File: src/rtl/fpa_pkg.sv
package fpa_pkg;
    localparam int EXP_W  = 8;
    localparam int FRAC_W = 23;
    localparam int WORD_W = 1 + EXP_W + FRAC_W;
    localparam int SIG_W  = FRAC_W + 1;
    localparam int GRS_W  = 3;
    localparam int ALN_W  = SIG_W + GRS_W;
    localparam int SUM_W  = ALN_W + 1;
    localparam int WIDE_W = 2 * ALN_W;
    localparam int SH_W   = $clog2(ALN_W + 1);
    localparam int XE_W   = EXP_W + 2;

    localparam logic [EXP_W-1:0]  EXP_MAX = '1;
    localparam logic [WORD_W-1:0] QNAN    = {1'b0, {EXP_W{1'b1}}, 1'b1, {(FRAC_W-1){1'b0}}};

    typedef struct packed {
        logic              vld;
        logic              spec;
        logic [WORD_W-1:0] spec_val;
        logic              zsgn;
        logic              sgn;
        logic              subop;
        logic [EXP_W-1:0]  exp;
        logic [ALN_W-1:0]  mb;
        logic [ALN_W-1:0]  ms;
    } align_t;

    typedef struct packed {
        logic              vld;
        logic              spec;
        logic [WORD_W-1:0] spec_val;
        logic              zsgn;
        logic              sgn;
        logic [EXP_W-1:0]  exp;
        logic [SUM_W-1:0]  sum;
    } sum_t;

    typedef struct packed {
        logic              vld;
        logic [WORD_W-1:0] res;
        logic              ovf;
        logic              unf;
    } res_t;

    typedef struct packed {
        align_t s1;
        sum_t   s2;
        res_t   s3;
    } pipe_t;
endpackage

File: src/rtl/fpa_align.sv
module fpa_align
    import fpa_pkg::*;
(
    input  logic              vld_i,
    input  logic [WORD_W-1:0] a_i,
    input  logic [WORD_W-1:0] b_i,
    input  logic              sub_i,
    output align_t            al_o
);
    localparam logic [EXP_W-1:0] ALN_E = EXP_W'(ALN_W);
    localparam logic [EXP_W-1:0] ONE_E = EXP_W'(1);

    logic              sa, sb, a_big;
    logic [EXP_W-1:0]  ea, eb, e_big, e_sml, diff;
    logic [FRAC_W-1:0] fa, fb;
    logic              nan_a, nan_b, inf_a, inf_b;
    logic [SIG_W-1:0]  ma, mb, m_big, m_sml;
    logic [SH_W-1:0]   sh;
    logic [WIDE_W-1:0] wide_v, shifted;
    logic [ALN_W-1:0]  al_v;
    logic              stk;

    always_comb begin
        sa    = a_i[WORD_W-1];
        sb    = b_i[WORD_W-1] ^ sub_i;
        ea    = a_i[WORD_W-2:FRAC_W];
        eb    = b_i[WORD_W-2:FRAC_W];
        fa    = a_i[FRAC_W-1:0];
        fb    = b_i[FRAC_W-1:0];
        nan_a = (ea == EXP_MAX) && (fa != '0);
        nan_b = (eb == EXP_MAX) && (fb != '0);
        inf_a = (ea == EXP_MAX) && (fa == '0);
        inf_b = (eb == EXP_MAX) && (fb == '0);
        ma    = {ea != '0, fa};
        mb    = {eb != '0, fb};
        a_big = a_i[WORD_W-2:0] >= b_i[WORD_W-2:0];

        e_big = a_big ? ea : eb;
        e_sml = a_big ? eb : ea;
        if (e_big == '0) e_big = ONE_E;
        if (e_sml == '0) e_sml = ONE_E;
        m_big = a_big ? ma : mb;
        m_sml = a_big ? mb : ma;
        diff  = e_big - e_sml;
        sh    = (diff >= ALN_E) ? SH_W'(ALN_W) : diff[SH_W-1:0];

        wide_v  = {m_sml, {(WIDE_W-SIG_W){1'b0}}};
        shifted = wide_v >> sh;
        al_v    = shifted[WIDE_W-1:ALN_W];
        stk     = |shifted[ALN_W-1:0];

        al_o.vld   = vld_i;
        al_o.zsgn  = sa & sb;
        al_o.sgn   = a_big ? sa : sb;
        al_o.subop = sa ^ sb;
        al_o.exp   = e_big;
        al_o.mb    = {m_big, {GRS_W{1'b0}}};
        al_o.ms    = {al_v[ALN_W-1:1], al_v[0] | stk};

        al_o.spec     = 1'b1;
        al_o.spec_val = QNAN;
        if (nan_a || nan_b || (inf_a && inf_b && (sa != sb))) begin
            al_o.spec_val = QNAN;
        end else if (inf_a) begin
            al_o.spec_val = {sa, EXP_MAX, {FRAC_W{1'b0}}};
        end else if (inf_b) begin
            al_o.spec_val = {sb, EXP_MAX, {FRAC_W{1'b0}}};
        end else begin
            al_o.spec = 1'b0;
        end
    end
endmodule

File: src/rtl/fpa_add.sv
module fpa_add
    import fpa_pkg::*;
(
    input  align_t al_i,
    output sum_t   sm_o
);
    always_comb begin
        sm_o.vld      = al_i.vld;
        sm_o.spec     = al_i.spec;
        sm_o.spec_val = al_i.spec_val;
        sm_o.zsgn     = al_i.zsgn;
        sm_o.sgn      = al_i.sgn;
        sm_o.exp      = al_i.exp;
        if (al_i.subop) sm_o.sum = {1'b0, al_i.mb} - {1'b0, al_i.ms};
        else            sm_o.sum = {1'b0, al_i.mb} + {1'b0, al_i.ms};
    end
endmodule

File: src/rtl/fpa_round.sv
module fpa_round
    import fpa_pkg::*;
(
    input  sum_t sm_i,
    output res_t rs_o
);
    localparam logic [XE_W-1:0] ONE_X = XE_W'(1);
    localparam logic [XE_W-1:0] TOP_X = XE_W'(EXP_MAX);

    logic [SUM_W-1:0]  m;
    logic [XE_W-1:0]   e, lz, lim, sh, ne, eo;
    logic              found, g, r, s, up;
    logic [ALN_W-1:0]  norm;
    logic [SIG_W-1:0]  mant;
    logic [SIG_W:0]    mr;
    logic [FRAC_W-1:0] frac;

    always_comb begin
        m     = sm_i.sum;
        e     = {2'b00, sm_i.exp};
        lz    = '0;
        found = 1'b0;
        for (int i = ALN_W - 1; i >= 0; i--) begin
            if (!found) begin
                if (m[i]) found = 1'b1;
                else      lz    = lz + ONE_X;
            end
        end
        lim = e - ONE_X;
        sh  = (lz < lim) ? lz : lim;

        if (m[SUM_W-1]) begin
            norm = {m[SUM_W-1:2], m[1] | m[0]};
            ne   = e + ONE_X;
        end else begin
            norm = m[ALN_W-1:0] << sh;
            ne   = e - sh;
        end

        mant = norm[ALN_W-1:GRS_W];
        g    = norm[2];
        r    = norm[1];
        s    = norm[0];
        up   = g & (r | s | mant[0]);
        mr   = {1'b0, mant} + {{SIG_W{1'b0}}, up};
        eo   = norm[ALN_W-1] ? ne : '0;
        frac = mr[FRAC_W-1:0];
        if (mr[SIG_W]) begin
            eo   = eo + ONE_X;
            frac = mr[FRAC_W:1];
        end else if (!norm[ALN_W-1] && mr[FRAC_W]) begin
            eo = ONE_X;
        end

        rs_o.vld = sm_i.vld;
        rs_o.ovf = 1'b0;
        rs_o.unf = 1'b0;
        if (sm_i.spec) begin
            rs_o.res = sm_i.spec_val;
        end else if (m == '0) begin
            rs_o.res = {sm_i.zsgn, {(WORD_W-1){1'b0}}};
        end else if (eo >= TOP_X) begin
            rs_o.res = {sm_i.sgn, EXP_MAX, {FRAC_W{1'b0}}};
            rs_o.ovf = sm_i.vld;
        end else begin
            rs_o.res = {sm_i.sgn, eo[EXP_W-1:0], frac};
            rs_o.unf = sm_i.vld & (eo == '0);
        end
    end
endmodule

File: src/rtl/fp32_addsub.sv
module fp32_addsub
    import fpa_pkg::*;
(
    input  logic              clk,
    input  logic              rst_n,
    input  logic              in_valid,
    input  logic [WORD_W-1:0] op_a,
    input  logic [WORD_W-1:0] op_b,
    input  logic              op_sub,
    output logic              out_valid,
    output logic [WORD_W-1:0] result,
    output logic              ovf_flag,
    output logic              unf_flag
);
    pipe_t  pipe_d, pipe_q;
    align_t al_w;
    sum_t   sm_w;
    res_t   rs_w;

    fpa_align u_align (
        .vld_i (in_valid),
        .a_i   (op_a),
        .b_i   (op_b),
        .sub_i (op_sub),
        .al_o  (al_w)
    );

    fpa_add u_add (
        .al_i (pipe_q.s1),
        .sm_o (sm_w)
    );

    fpa_round u_round (
        .sm_i (pipe_q.s2),
        .rs_o (rs_w)
    );

    always_comb begin
        pipe_d    = pipe_q;
        pipe_d.s1 = al_w;
        pipe_d.s2 = sm_w;
        pipe_d.s3 = rs_w;
    end

    always_ff @(posedge clk or negedge rst_n) begin
        if (!rst_n) pipe_q <= '0;
        else        pipe_q <= pipe_d;
    end

    assign out_valid = pipe_q.s3.vld;
    assign result    = pipe_q.s3.res;
    assign ovf_flag  = pipe_q.s3.ovf;
    assign unf_flag  = pipe_q.s3.unf;
endmodule

File: config.mk
export PLATFORM = sky130hd
export DESIGN_NAME = fp32_addsub
export DESIGN_NICKNAME = d
export VERILOG_FILES = /design/src/rtl/fpa_pkg.sv /design/src/rtl/fpa_align.sv /design/src/rtl/fpa_add.sv /design/src/rtl/fpa_round.sv /design/src/rtl/fp32_addsub.sv
export SDC_FILE = /design/constraint.sdc
export NUM_CORES = 1
export LEC_CHECK = 0
export BUFFER_PORTS_ARGS = -buffer_cell sky130_fd_sc_hd__buf_2
export CAP_MARGIN = 20
export CORE_MARGIN = 2
export CORE_UTILIZATION = 35
export DETAILED_ROUTE_END_ITERATION = 12
export GPL_ROUTABILITY_DRIVEN = 0
export SETUP_SLACK_MARGIN = 0.1
export SLEW_MARGIN = 30
export SYNTH_ARGS = -nofsm -noshare
export SYNTH_HDL_FRONTEND = slang
export SYNTH_SLANG_ARGS = --single-unit
File: constraint.sdc
create_clock -name clk -period 55.5 [get_ports clk]
set_clock_uncertainty 0.05 [all_clocks]
set_input_delay 11.1 -clock clk [delete_from_list [all_inputs] [get_ports clk]]
set_output_delay 11.1 -clock clk [all_outputs]
set_load 0.01 [all_outputs]
Word level (Yosys, flattened, before mapping):

Cells that the tools add are included.

* bits of input ports: 68
* bits in registers: 203
* word-level logic and storage cells: 226
* output and inout bits: 35

* bitwise operators: 9
* add/sub/neg operators: 34
* reductions and logical operators: 21
* order comparisons: 4
* equal/unequal tests: 3
* shift operators: 2
* muxes and demuxes: 133

Operators by type and width (number)
* $mux W10: 57
* $add A10 B1 Y10 const B: 26
* $mux W32: 5
* $mux W1: 58
* $shr A54 B5 Y54: 1
* $mux W24: 2
* $logic_not A23 Y1: 2
* $reduce_bool A23 Y1: 2
* $mux W8: 4
* $ge A31 B31 Y1: 1
* $mux W31: 1
* $add A27 B27 Y28: 1
* $logic_not A28 Y1: 1
* $mux W28: 1
* $sub A27 B27 Y28: 1
* $mux W27: 1
* $reduce_or A27 Y1: 1
* $shl A27 B10 Y27: 1
* $add A24 B1 Y25: 1
* $mux W23: 1
* $eq A8 B8 Y1 const B: 2
* $logic_not A8 Y1: 2
* $reduce_bool A8 Y1: 2
* $ge A10 B8 Y1 const B: 1
* 17 further kinds: 31

Longest topological paths before layout:

* depth after elaboration: 95
* depth in mapped cells: 109
* depth with buffers taken out: 105

Hierarchy:

Synthesis repeated with hierarchy kept, for this count alone.

* cells, all modules: 2786
* area total of the unflattened synthesis: 22420.3 µm²

By module, submodules not included
* fpa_round: area an instance 9504.1 µm², times used 1, sequential area each 0.0 µm², cells each 1393
* fp32_addsub: area an instance 5395.2 µm², times used 1, sequential area each 5154.9 µm², cells each 238
* fpa_align: area an instance 5027.3 µm², times used 1, sequential area each 0.0 µm², cells each 792
* fpa_add: area an instance 2493.6 µm², times used 1, sequential area each 0.0 µm², cells each 363

Least setup slack after synthesis:

OpenSTA, ideal clock, no wires.

* path kind: input-to-reg
* from: input port op_a[0]
* to: register pipe_q[107] (netlist name)
* slack: 35398 ps
* data required time: 55307 ps
* path buffers: 7
* data arrival time: 19909 ps
* library setup time: 143 ps
* stages: 48
* cells stage by stage: inv_1 ha_1 nand2b_1 a21o_1 a21o_1 a21o_1 a21o_1 a21o_1 a21oi_1 o21ai_0 a21o_1 a21oi_1 o21ai_0 a21oi_1 o41ai_1 a21o_1 a2111oi_0 o21a_1 (+12 left out) o21ai_0 nand2b_1 xnor2_1 a311o_1 inv_1 and2_1 clkbuf_1 buf_1 mux2i_1 a21oi_1 a32oi_1 mux2i_1 mux2i_1 nand2_1 a211oi_1 nand4_1 o31ai_1 o221ai_1

RTL lines
* from (decl): RTL line fp32_addsub.sv:7 `input logic [WORD_W-1:0] op_a,`
* to (signal assigned): RTL line fp32_addsub.sv:47 `else pipe_q <= pipe_d;`
* to (decl): RTL line fp32_addsub.sv:15 `pipe_t pipe_d, pipe_q;`

==> run metrics <==
max-cap violations=0; DRT antenna net count=0; Comb power frac=53.1%; grt ovf=0; outcome=complete, no violations; Layout Cells excl Fill=2942; syn_area_per_cell=7.928 um2; Pleak=8.544 nW; initial antenna violation count=0; vias in the first global route=16230; ys flop type=dfrtp_1; crit path kind=flop to flop; post-DP HPWL=40.16 mm; first-pass GRT wire length=84.59 mm; Crit path buffers/inverters=8; Switch Pwr=0.2895 mW; Cell Int Power=0.3338 mW; row cnt=83; Nets=2455; Bufs on Longest Clock Path=2; CTS tree=done; Clock Sinks=145; Final Power=0.6233 mW; Root Driver=clkbuf_16; setup TNS=0 ns; area of the mapped netlist=17960 um2; RSZ-0062 raised after global routing=false; Highest Clock Rate=0.04461 GHz; vias per std cell=5.705; register bit total from synthesis=145; layout cells sized above 1=12.33%; Clock Power Share=19.0%; post-DR wirelength/cell=17.54 um; Starting Density=35.21%; Hold Vio Cnt, Final=0; minimum clock period=22.41 ns; Post-Syn Nets=2470; class of the worst hold path=flop to flop; yosys warns=0; final WL=51.61 mm; Chip Width=230.5 um; Clock Pin Slew Worst Setup and Hold Paths=0.07 ns; largest net degree at the start of global routing=94; Top delay family on crit path=adder cells; DIE AREA=53130 um2; clk_lat worst skew=0.44 ns; Setup Viol. Count Final=0; Power Dens Cells=32.21 nW/um2; critical path capture point type=flop; r2r setup slk=33.09 ns; Gates resized, CTS repair=0; EDFF count, synth=0; CP required=55.73 ns; ys async rst share=100.0%; Slew Limit Fails=0; maximum vdd ir drop=0.00002269 V; crit path max fanout=25; DR iter-0 viols=1576; CTS H-tree depth=4; Synth-to-Final Area Change=7.776%; area leader, netlist=dfrtp_1; Flop pwr share=27.9%; Post-CTS Setup Bufs=0; PortBufs=102; drt first pass iters=8; post-synthesis sequential area ratio=20.21%; Num CTS Buffers=17; Syn Inst Count=2265; Yosys top cell area share=20.21%; Post-CTS Hold Buffers=0; core box area=50990 um2; drc violations=0; Slew headroom=31.61%; GRT Overall Usage=19.23%; sw frac=46.45%; boundary pin count=103; placed insts=2911; Antenna Cells=0; via count=16780; Final period util=40.39%; Least-Margin Pin Slew=1.018 ns; crit path DAT=22.65 ns; critical path's slowest cell=clkinv_1; slowest stage delay, CP=0.64 ns; Yosys cell types=120; leading post-synthesis cells by cell area=dfrtp_1 20%, ha_1 9.3%, mux2i_1 7.5%, nor2_1 5.2%, a21oi_1 4.3%; crit-path most repeated cell=ha_1; Worst Setup Start Kind=flop; die height=230.5 um
[flip-flops by register name, indices dropped and copies added (netlist names)]
name,count
out_valid,1
ovf_flag,1
pipe_q,110
unf_flag,1
result,32
[routing by layer]
| layer | wire length (um) | global-route usage [%] |
|---|---|---|
| met5 | 0 | 0 |
| met4 | 1757 | 6.774 |
| met3 | 2664 | 2.470 |
| met2 | 23740 | 31.55 |
| met1 | 23450 | 25.94 |
[worst reg2reg max path: cells and delay by family, from the launching register on]
| family | cells | cell delay (ns) |
|---|---|---|
| fa+ha+maj | 27 | 8.01 |
| compound gates | 29 | 5.59 |
| simple gates | 28 | 3.29 |
| mux | 14 | 2.83 |
| buf+inv | 8 | 1.98 |
| flops | 1 | 0.46 |
[through the flow]
stage / area, um2 / setup WS, ns / hold WS (ns) / utilization (%)
after floorplan: 17960 / 35.40 / 0.2812 / -
after global placement: 18720 / 33.79 / 0.2828 / 36.72
after detailed placement: 18740 / 33.48 / 0.2847 / 36.75
after CTS: 19340 / 33.36 / 0.2989 / 37.93
after global routing: 19350 / 31.54 / 0.3044 / 37.95
final: 19350 / 33.09 / 0.2978 / 37.95
[cell usage in the layout (no fill, tap or decap), types with 17 or more instances in the layout]
master | Yosys | routed
and2_1 | 20 | 20
xor2_1 | 30 | 30
a211oi_1 | 32 | 32
nor2b_1 | 28 | 28
a21o_1 | 33 | 33
o21ai_0 | 97 | 97
mux2i_1 | 134 | 132
nand2b_1 | 28 | 28
dfrtp_1 | 145 | 145
o21bai_1 | 34 | 34
or3_1 | 22 | 22
nor2_1 | 248 | 248
nor3_1 | 55 | 55
mux2_2 | 57 | 57
ha_1 | 134 | 134
nand3_1 | 54 | 54
a31oi_1 | 17 | 17
inv_1 | 132 | 132
nor4_1 | 45 | 45
a21oi_1 | 156 | 155
xnor2_1 | 82 | 81
nand2_1 | 177 | 176
clkbuf_16 | 0 | 17
and3_1 | 26 | 26
buf_4 | 36 | 17
buf_2 | 21 | 101
nand4_1 | 35 | 35
[final timing paths]
path / start / endpoint / cells past startpoint
worst max register to register: pipe_q[60]$_DFF_PN0_ / result[3]$_DFF_PN0_ / 106
worst min register to register: pipe_q[170]$_DFF_PN0_ / pipe_q[71]$_DFF_PN0_ / 0
worst min-delay path: pipe_q[170]$_DFF_PN0_ / pipe_q[71]$_DFF_PN0_ / 0
worst max-delay path: pipe_q[60]$_DFF_PN0_ / result[3]$_DFF_PN0_ / 106
min in group asynchronous: rst_n / result[6]$_DFF_PN0_ / 1
max in group asynchronous: rst_n / pipe_q[124]$_DFF_PN0_ / 2
[layout make-up]
cell class | instances | area (um2)
clock buffer | 20 | 446.7
clock inverter | 11 | 155.1
fill | 5200 | 31640
inverter | 134 | 503.0
multi-input combinational | 1833 | 13120
sequential | 145 | 3628
tap | 680 | 850.8
timing repair buffer | 119 | 644.4
[power groups by stage]
| stage | registers (mW) | logic [mW] | clock network (mW) |
|---|---|---|---|
| 3_3_place_gp | 0.174 | 0.320 | 0 |
| 3_5_place_dp | 0.174 | 0.323 | 0 |
| 6_report | 0.174 | 0.331 | 0.118 |
| 5_1_grt | 0.177 | 0.367 | 0.126 |
| 2_1_floorplan | 0.141 | 0.276 | 0 |
| 4_1_cts | 0.172 | 0.325 | 0.121 |
[logic make-up (layout without fill, tap and decap cells)]
group                    Yosys count  count (layout)  synth area share [%]
AO/OA/AOI/OAI                    557             557                 21.02
XOR/XNOR                         129             129                 7.574
adder cells (fa/ha/maj)          140             140                 9.839
buffers and inverters            287             284                 7.066
flip-flops                       145             145                 20.21
multiplexers                     196             196                 11.56
other                              2               2               0.04182
AND/OR/NAND/NOR                  809             809                 22.70
[synth_stat cells, types with 55 or more instances]
cell,instances
o21ai_0,97
dfrtp_1,145
inv_1,132
mux2_2,57
nor2_1,248
a21oi_1,156
xnor2_1,82
clkbuf_1,77
mux2i_1,134
nor3_1,55
nand2_1,177
ha_1,134
No activity file was read; power rests on OpenSTA's default activity.
